===== config.mk =====
export PLATFORM = sky130hd
export DESIGN_NAME = evt_counter_bank
export DESIGN_NICKNAME = d
export VERILOG_FILES = /design/src/rtl/evt_bank_pkg.sv /design/src/rtl/evt_bank_decode.sv /design/src/rtl/evt_counter_slot.sv /design/src/rtl/evt_counter_bank.sv
export SDC_FILE = /design/constraint.sdc
export NUM_CORES = 1
export LEC_CHECK = 0
export BUFFER_PORTS_ARGS = -buffer_cell sky130_fd_sc_hd__buf_4
export CAP_MARGIN = 15
export CORE_ASPECT_RATIO = 1.2
export CORE_MARGIN = 1.5
export CORE_UTILIZATION = 40
export DETAILED_ROUTE_END_ITERATION = 10
export SLEW_MARGIN = 20
export SYNTH_ARGS = -nofsm -noshare
export SYNTH_HDL_FRONTEND = slang
export SYNTH_SLANG_ARGS = --single-unit

===== constraint.sdc =====
create_clock -name clk -period 2.7 [get_ports clk]
set_clock_uncertainty 0.1 [all_clocks]
set_input_delay 0.135 -clock clk [delete_from_list [all_inputs] [get_ports clk]]
set_output_delay 0.135 -clock clk [all_outputs]
set_load 0.01 [all_outputs]

===== src/rtl/evt_bank_pkg.sv =====
// Package: evt_bank_pkg
// Shared constants and the mapping from event identifier to input lane.
// Assumes eight event lanes and a 5-bit identifier in control bits [7:3].
package evt_bank_pkg;
    localparam int ID_LSB    = 3;
    localparam int ID_W      = 5;
    localparam int NUM_LANES = 8;
    localparam int LANE_W    = $clog2(NUM_LANES);

    typedef struct packed {
        logic              ok;
        logic [LANE_W-1:0] lane;
    } lane_sel_t;

    // Translate an identifier to its lane; unsupported values give ok = 0
    function automatic lane_sel_t id_to_lane(input logic [ID_W-1:0] id);
        lane_sel_t s;
        s.ok   = 1'b1;
        s.lane = '0;
        case (id)
            5'h0D:   s.lane = LANE_W'(0);
            5'h0E:   s.lane = LANE_W'(1);
            5'h0F:   s.lane = LANE_W'(2);
            5'h10:   s.lane = LANE_W'(3);
            5'h13:   s.lane = LANE_W'(4);
            5'h14:   s.lane = LANE_W'(5);
            5'h15:   s.lane = LANE_W'(6);
            5'h17:   s.lane = LANE_W'(7);
            default: s.ok   = 1'b0;
        endcase
        return s;
    endfunction
endpackage


===== src/rtl/evt_bank_decode.sv =====
// Module: evt_bank_decode
// Turns a byte offset into one-hot selects for control and data words.
// Assumes the two words of a counter sit 4 bytes apart and counters repeat every STRIDE bytes.
module evt_bank_decode #(
    parameter int ADDR_W   = 12,
    parameter int NUM_CTR  = 4,
    parameter int CTL_BASE = 'hA8,
    parameter int DAT_OFS  = 4,
    parameter int STRIDE   = 8
) (
    input  logic [ADDR_W-1:0]  addr,
    output logic [NUM_CTR-1:0] ctl_sel,
    output logic [NUM_CTR-1:0] dat_sel,
    output logic               hit
);
    // One exact-match comparator per word
    for (genvar i = 0; i < NUM_CTR; i++) begin : g_match
        localparam int CTL_ADDR = CTL_BASE + STRIDE * i;
        localparam int DAT_ADDR = CTL_ADDR + DAT_OFS;
        assign ctl_sel[i] = (addr == ADDR_W'(CTL_ADDR));
        assign dat_sel[i] = (addr == ADDR_W'(DAT_ADDR));
    end

    // Any mapped word addressed
    assign hit = |{ctl_sel, dat_sel};
endmodule


===== src/rtl/evt_counter_slot.sv =====
// Module: evt_counter_slot
// One counter with its control word. It adds one per cycle while the lane picked
// by control bits [7:3] is high. A data write loads the count and wins over an increment.
// Assumes the write enables are already decoded and at most one is high.
module evt_counter_slot
    import evt_bank_pkg::*;
#(
    parameter int CNT_W = 32
) (
    input  logic                 clk,
    input  logic                 rst_n,
    input  logic                 ctl_we,
    input  logic                 dat_we,
    input  logic [CNT_W-1:0]     wdata,
    input  logic [NUM_LANES-1:0] evt_in,
    output logic [CNT_W-1:0]     ctl_q,
    output logic [CNT_W-1:0]     cnt_q
);
    logic [ID_W-1:0] id;
    lane_sel_t       sel;
    logic            inc;

    // Decode identifier and qualify the selected strobe
    always_comb begin
        id  = ctl_q[ID_LSB +: ID_W];
        sel = id_to_lane(id);
        inc = (ctl_q != '0) && sel.ok && evt_in[sel.lane];
    end

    // Control word register
    always_ff @(posedge clk) begin
        if (!rst_n)      ctl_q <= '0;
        else if (ctl_we) ctl_q <= wdata;
    end

    // Count register: a load has priority over an increment
    always_ff @(posedge clk) begin
        if (!rst_n)      cnt_q <= '0;
        else if (dat_we) cnt_q <= wdata;
        else if (inc)    cnt_q <= cnt_q + 1'b1;
    end


    step_chk: assert property (@(posedge clk) disable iff (!rst_n)
        !dat_we |=> (cnt_q == $past(cnt_q) || cnt_q == $past(cnt_q) + 1'b1));

    halt_chk: assert property (@(posedge clk) disable iff (!rst_n)
        (ctl_q == '0 && !dat_we) |=> $stable(cnt_q));

    badid_chk: assert property (@(posedge clk) disable iff (!rst_n)
        (ctl_q[7:3] >= 5'h18 && !dat_we) |=> $stable(cnt_q));

    load_chk: assert property (@(posedge clk) disable iff (!rst_n)
        dat_we |=> (cnt_q == $past(wdata)));

    ctl_hold_chk: assert property (@(posedge clk) disable iff (!rst_n)
        !ctl_we |=> $stable(ctl_q));
endmodule


===== src/rtl/evt_counter_bank.sv =====
// Module: evt_counter_bank
// Top of the counter bank: address decode, NUM_CTR counter slots and a read mux.
// Assumes a single-cycle register port with combinational read data.
module evt_counter_bank
    import evt_bank_pkg::*;
#(
    parameter int ADDR_W   = 12,
    parameter int DATA_W   = 32,
    parameter int NUM_CTR  = 4,
    parameter int CTL_BASE = 'hA8,
    parameter int STRIDE   = 8
) (
    input  logic                 clk,
    input  logic                 rst_n,
    input  logic                 bus_we,
    input  logic [ADDR_W-1:0]    bus_addr,
    input  logic [DATA_W-1:0]    bus_wdata,
    output logic [DATA_W-1:0]    bus_rdata,
    input  logic [NUM_LANES-1:0] evt_in
);
    localparam int DAT_OFS = DATA_W / 8;

    logic [NUM_CTR-1:0] ctl_sel, dat_sel;
    logic               hit;
    logic [DATA_W-1:0]  ctl_q [NUM_CTR];
    logic [DATA_W-1:0]  cnt_q [NUM_CTR];

    evt_bank_decode #(
        .ADDR_W  (ADDR_W),
        .NUM_CTR (NUM_CTR),
        .CTL_BASE(CTL_BASE),
        .DAT_OFS (DAT_OFS),
        .STRIDE  (STRIDE)
    ) u_decode (
        .addr   (bus_addr),
        .ctl_sel(ctl_sel),
        .dat_sel(dat_sel),
        .hit    (hit)
    );

    // One counter slot per index
    for (genvar i = 0; i < NUM_CTR; i++) begin : g_slot
        evt_counter_slot #(.CNT_W(DATA_W)) u_slot (
            .clk   (clk),
            .rst_n (rst_n),
            .ctl_we(bus_we & ctl_sel[i]),
            .dat_we(bus_we & dat_sel[i]),
            .wdata (bus_wdata),
            .evt_in(evt_in),
            .ctl_q (ctl_q[i]),
            .cnt_q (cnt_q[i])
        );
    end

    // Read mux: zero unless a mapped word is addressed
    always_comb begin
        bus_rdata = '0;
        for (int i = 0; i < NUM_CTR; i++) begin
            if (ctl_sel[i]) bus_rdata = ctl_q[i];
            if (dat_sel[i]) bus_rdata = cnt_q[i];
        end
    end


    onehot_sel_chk: assert property (@(posedge clk) disable iff (!rst_n)
        $onehot0({ctl_sel, dat_sel}));

    unmapped_rd_chk: assert property (@(posedge clk) disable iff (!rst_n)
        !hit |-> (bus_rdata == '0));
endmodule


== After elaboration in Yosys (flattened, before gate mapping) ==
Index checks and enable logic that the tools add are counted.
Operators by class
  eq/ne operators: 40
  multiplexer cells: 32
  magnitude comparators: 4
  bitwise logic cells: 8
  reductions and logical operators: 20
  add/subtract/negate cells: 4
Operators with widths (count)
  $mux 32: 16
  $add 32x1->32 const B: 4
  $reduce_bool 32->1: 4
  $eq 5x5->1 const B: 20
  $eq 12x8->1 const B: 8
  $pmux 3 s7: 4
  $eq 5x4->1 const B: 12
  $reduce_or 8->1: 4
  $lt 3x4->1 const B: 4
  $bmux 1 s3: 4
  $and 1x1->1: 8
  $logic_and 1x1->1: 8
  $mux 1: 8
  $reduce_bool 2->1: 4
Word-level totals
  bits of input ports: 55
  word-level logic and storage cells: 116
  output and inout bits: 32
  flip-flop bits (word level): 256

== Longest topological paths before layout ==
  word-level depth: 9
  gate-level depth with buffers: 10
  gate-level depth less buffers: 7

== By module ==
From an unflattened synthesis, not the netlist that was laid out.
Unflattened totals
  cells, all modules: 1824
  area, all modules: 15586.2 um2
Modules (own cells, without submodules)
  evt_counter_slot: seq. area each 1281.2 um2, cells an instance 378, area an instance 3337.0 um2, instances 4
  evt_counter_bank: seq. area each 0.0 um2, cells an instance 291, area an instance 2097.0 um2, instances 1
  evt_bank_decode: seq. area each 0.0 um2, cells an instance 21, area an instance 141.4 um2, instances 1

== Worst setup path before layout ==
Ideal clock, no wire load.
  kind: reg2reg
  start: register g_slot[1].u_slot.ctl_q[4]
  end: register g_slot[1].u_slot.cnt_q[14]
  stages on the path, launching flop included: 8
  setup slack: 497 ps
  data required time: 2514 ps
  path buffers: 1
  arrival time: 2017 ps
  library setup time: 86 ps
  clock period less this slack: 2203 ps
  path through: dfxtp_1 buf_2 or4b_1 a32o_1 nand2_1 and4bb_2 xnor2_1 a211oi_1
On the way
  longest elaborated chain between the ends: 6
  elaborated cells between the ends (all ways): 17
  classes of those cells: 8 x eq/ne; 4 x mux; 5 x reduce/logical
RTL lines
  from (decl): line evt_counter_slot.sv:16  | output logic [CNT_W-1:0] ctl_q,
  from (signal assigned): line evt_counter_slot.sv:33  | else if (ctl_we) ctl_q <= wdata;
  $eq 5x5->1 / $eq 5x4->1 (equally long branches): line evt_bank_pkg.sv:20  | case (id)
  $pmux 3 s7 / $reduce_or 8->1 (equally long branches)
  $bmux 1 s3 / $mux 1 (equally long branches): line evt_counter_slot.sv:27, evt_bank_pkg.sv:20
  $mux 1 (implied by the code) / $logic_and 1x1->1 (equally long branches): line evt_counter_slot.sv:27  | inc = (ctl_q != '0) && sel.ok && evt_in[sel.lane];
  $logic_and 1x1->1 (*): line evt_counter_slot.sv:27
  $reduce_bool 2->1 (no source line) (*)
  to (signal assigned): line evt_counter_slot.sv:39  | else if (dat_we) cnt_q <= wdata;
  to (signal assigned): line evt_counter_slot.sv:40  | else if (inc) cnt_q <= cnt_q + 1'b1;
  to (decl): line evt_counter_slot.sv:17  | output logic [CNT_W-1:0] cnt_q
Mark *: on every way between the ends. The rest lies on a longest branch, timed or not. The select of a mux whose other input is x is not followed.
A chain may end at the register's enable or synchronous reset.

== Final worst setup path ==
  start: register g_slot[2].u_slot.ctl_q[4]
  end: register g_slot[2].u_slot.cnt_q[24]
On the way
  longest elaborated chain between the ends: 6
  elaborated cells between the ends (all ways): 17
  classes of those cells: 8 x eq/ne; 4 x mux; 5 x reduce/logical
RTL lines (line)
  from (decl): evt_counter_slot.sv:16
  from (signal assigned): evt_counter_slot.sv:33
  $eq 5x5->1 / $eq 5x4->1 (equally long branches): evt_bank_pkg.sv:20
  $pmux 3 s7 / $reduce_or 8->1 (equally long branches)
  $bmux 1 s3 / $mux 1 (equally long branches): evt_counter_slot.sv:27, evt_bank_pkg.sv:20
  $mux 1 (implied by the code) / $logic_and 1x1->1 (equally long branches): evt_counter_slot.sv:27
  $logic_and 1x1->1 (*): evt_counter_slot.sv:27
  $reduce_bool 2->1 (no source line) (*)
  to (signal assigned): evt_counter_slot.sv:39
  to (signal assigned): evt_counter_slot.sv:40
  to (decl): evt_counter_slot.sv:17
Marked as above.

==> impl_metrics.json <==
{
  "root_buffer": "clkbuf_16",
  "setup.worst_path.start": "g_slot[2].u_slot.ctl_q[4]",
  "die_area_mm2": 0.0371,
  "powerDensity_mw_per_mm2": 480,
  "cts_num_sinks": 256,
  "maxSlewViolCount": 0,
  "syn_area_mm2": 0.0144,
  "grt_pass1_wl_mm": 82.4,
  "cts_tree": "built",
  "die_h_um": 211,
  "holdPathEnd": "g_slot[3].u_slot.cnt_q[23]",
  "n_antenna_cell": 0,
  "nets": 2004,
  "drive_gt1_share_pct": 15.4,
  "clk_pin_slew_ns": 0.06,
  "hold_violations": 0,
  "irDropWorstVdd_v": 0.000402,
  "whs_path_depth": 3,
  "ys_dominant_reg_cell": "dfxtp_1",
  "first_iter_violations": 1735,
  "ys_seq_area_share_pct": 35.6,
  "die_w_um": 176,
  "synthCells": 1855,
  "io_buffers": 86,
  "grt_start_max_net_pins": 57,
  "setup_violations": 0,
  "synth_fp_nets": 1914,
  "layout_commonest_cell": "nand2_1",
  "cts_buffer_depth": 3,
  "antenna_found_initial": 0,
  "min_period_ns": 2.58,
  "via_per_inst": 6.13,
  "critPathMaxFanout": 15,
  "syn_avg_cell_area_um2": 7.75,
  "ios": 87,
  "cts_htree_levels": 1,
  "ff2ff_path_depth": 7,
  "hp-start": "rst_n",
  "utilization_pct": 48.9,
  "drcViolationCount": 0,
  "synth_edf_count": 0,
  "initial_core_util_pct": 40.9,
  "r2r_slack_ns": 0.12,
  "vias": 14900,
  "place_inst": 2344,
  "layout.cells.non_filler": 2426,
  "yosys_warnings": 0,
  "critical_path_class": "reg -> reg",
  "dp_hpwl_mm": 38.6,
  "leakagePower_nw": 5.21,
  "grt_usage_pct": 28.7,
  "max_freq_mhz": 387,
  "layout_common_cells": "nand2_1, dfxtp_1, a21oi_1, buf_4, o21ai_0",
  "nFillCells": 3461,
  "synth.distinct_cells": 87,
  "crit_path_start_kind": "flip-flop",
  "relSlewSlack_pct": 56.2,
  "cts_buffers": 28,
  "cts_setup_buffers": 0,
  "dp_slack_ns": -0.00469,
  "grt_overflow_total": 0,
  "period_share_pct": 95.7,
  "rows": 75,
  "core-area_mm2": 0.0352,
  "drv_cap": 0,
  "syn_to_final_growth_pct": 19.7,
  "ant_nets": 0,
  "wl_per_cell_um": 22.5,
  "worstPathRequired_ns": 3.01,
  "r2r_start": "g_slot[2].u_slot.ctl_q[4]",
  "min_path_type": "in -> reg",
  "synthArstFlopShare_pct": 0,
  "gp_congestion": 0.929,
  "endpoint_kind": "flip-flop",
  "clk_latency_ns": 0.55,
  "arrival_ns": 2.90,
  "grt_pass1_vias": 13700,
  "drt-total-wl_mm": 54.5,
  "setup_slack_ns": 0.116,
  "ys_ff_latch": 256,
  "rr_endpoint": "g_slot[2].u_slot.cnt_q[24]",
  "tightestPinTransition_ns": 0.654,
  "status": "finished, final reports clean",
  "dr.pass1.iters": 9
}
==> power breakdown <==
| part | internal (mW) | leakage, nW | switching [mW] |
|---|---|---|---|
| Combinational | 0.139 | 2.66 | 0.294 |
| Sequential | 3.78 | 2.06 | 0.00139 |
| Clock | 2.46 | 0.487 | 1.60 |
==> flip-flops by register name, indices dropped and copies added (netlist names) <==
name and flops:
g_slot.u_slot.cnt_q 128, g_slot.u_slot.ctl_q 128
==> logic make-up after synthesis <==
group | synth area share (%)
XOR/XNOR | 7.19
AO/OA/AOI/OAI | 28.0
multiplexers | 1.12
buffers and inverters | 5.31
flip-flops | 35.6
AND/OR/NAND/NOR | 22.4
adder cells (fa/ha/maj) | 0.348
==> critical path, cell delays in order (launching register included) <==
cell and delay (ns):
dfxtp_1 0.57, nand2_1 0.20, o21a_1 0.15, o2bb2ai_1 0.35
o2111ai_4 0.35, nor4_2 0.48, xnor2_1 0.17, o21ai_0 0.09
==> metrics by stage <==
step	power [mW]	hold WS (ns)	TNS, ns	cell area (µm²)
detailed placement	4.25	0.342	-0.00469	15900
floorplan	4.00	0.152	0	14400
CTS	8.31	0.0262	0	17200
global placement	4.25	0.337	0	15900
global route	8.49	0.0662	-0.000560	17200
finish	8.27	0.0379	0	17200
==> layout make-up <==
type | instances | area (µm²) | area share [%]
multi-input combinational | 1416 | 8630 | 50.1
inverter | 30 | 115 | 0.669
clock inverter | 5 | 75.1 | 0.436
timing repair buffer | 213 | 1790 | 10.4
clock buffer | 44 | 902 | 5.24
sequential | 256 | 5130 | 29.8
tap | 462 | 578 | 3.36
==> what timing repair did <==
item                                    4_1_cts  5_1_grt
pin swaps                                     0        2
gates cloned                                  0        1
hold buffers                                 32        0
resized for setup                             3       13
endpoints found under the setup margin        5       49
endpoints found under the hold margin       244        0
==> worst max-delay path by stage <==
stage	endpoint
floorplan	g_slot[1].u_slot.cnt_q[14]
global placement	g_slot[3].u_slot.cnt_q[3]
detailed placement	g_slot[3].u_slot.cnt_q[3]
CTS	g_slot[3].u_slot.cnt_q[3]
global route	g_slot[2].u_slot.cnt_q[24]
finish	g_slot[2].u_slot.cnt_q[24]
==> metal layers <==
metal	global-route usage [%]	vias up	routed length, µm
li1	-	6981	-
met1	37.1	7019	21900
met2	48.1	734	25700
met3	2.68	147	4210
met4	13.4	0	2660
met5	0	-	0
==> cell usage after synthesis, types with 6 or more instances <==
master       n  share of area, %
a2111oi_2   29               3.0
nor3_1      40               1.4
buf_2       37               1.3
nor2b_1     17              0.74
and3_1      16              0.70
o211ai_1    26               1.4
a22oi_1     30               1.6
inv_1       29              0.76
nor3b_1      7              0.37
o21ai_0    108               3.8
clkbuf_1   107               2.8
mux2i_1     15               1.0
xnor2_1    105               6.4
and4_1       9              0.55
nand4_1     38               1.7
and2_1       8              0.35
nand2_1    341               8.9
xor2_1      13              0.79
a211oi_1    31               1.6
a21oi_1    246               8.6
a222oi_1    45               3.1
nand3_1     69               2.4
o21ai_1      7              0.24
dfxtp_1    256                36
nand2b_1     8              0.35
a221oi_1     6              0.37
nand3b_1     7              0.37
nor4_1      14              0.61
nor2_1      62               1.6
o22ai_1     26               1.1
Note: power is estimated with default switching activity, not from simulation.
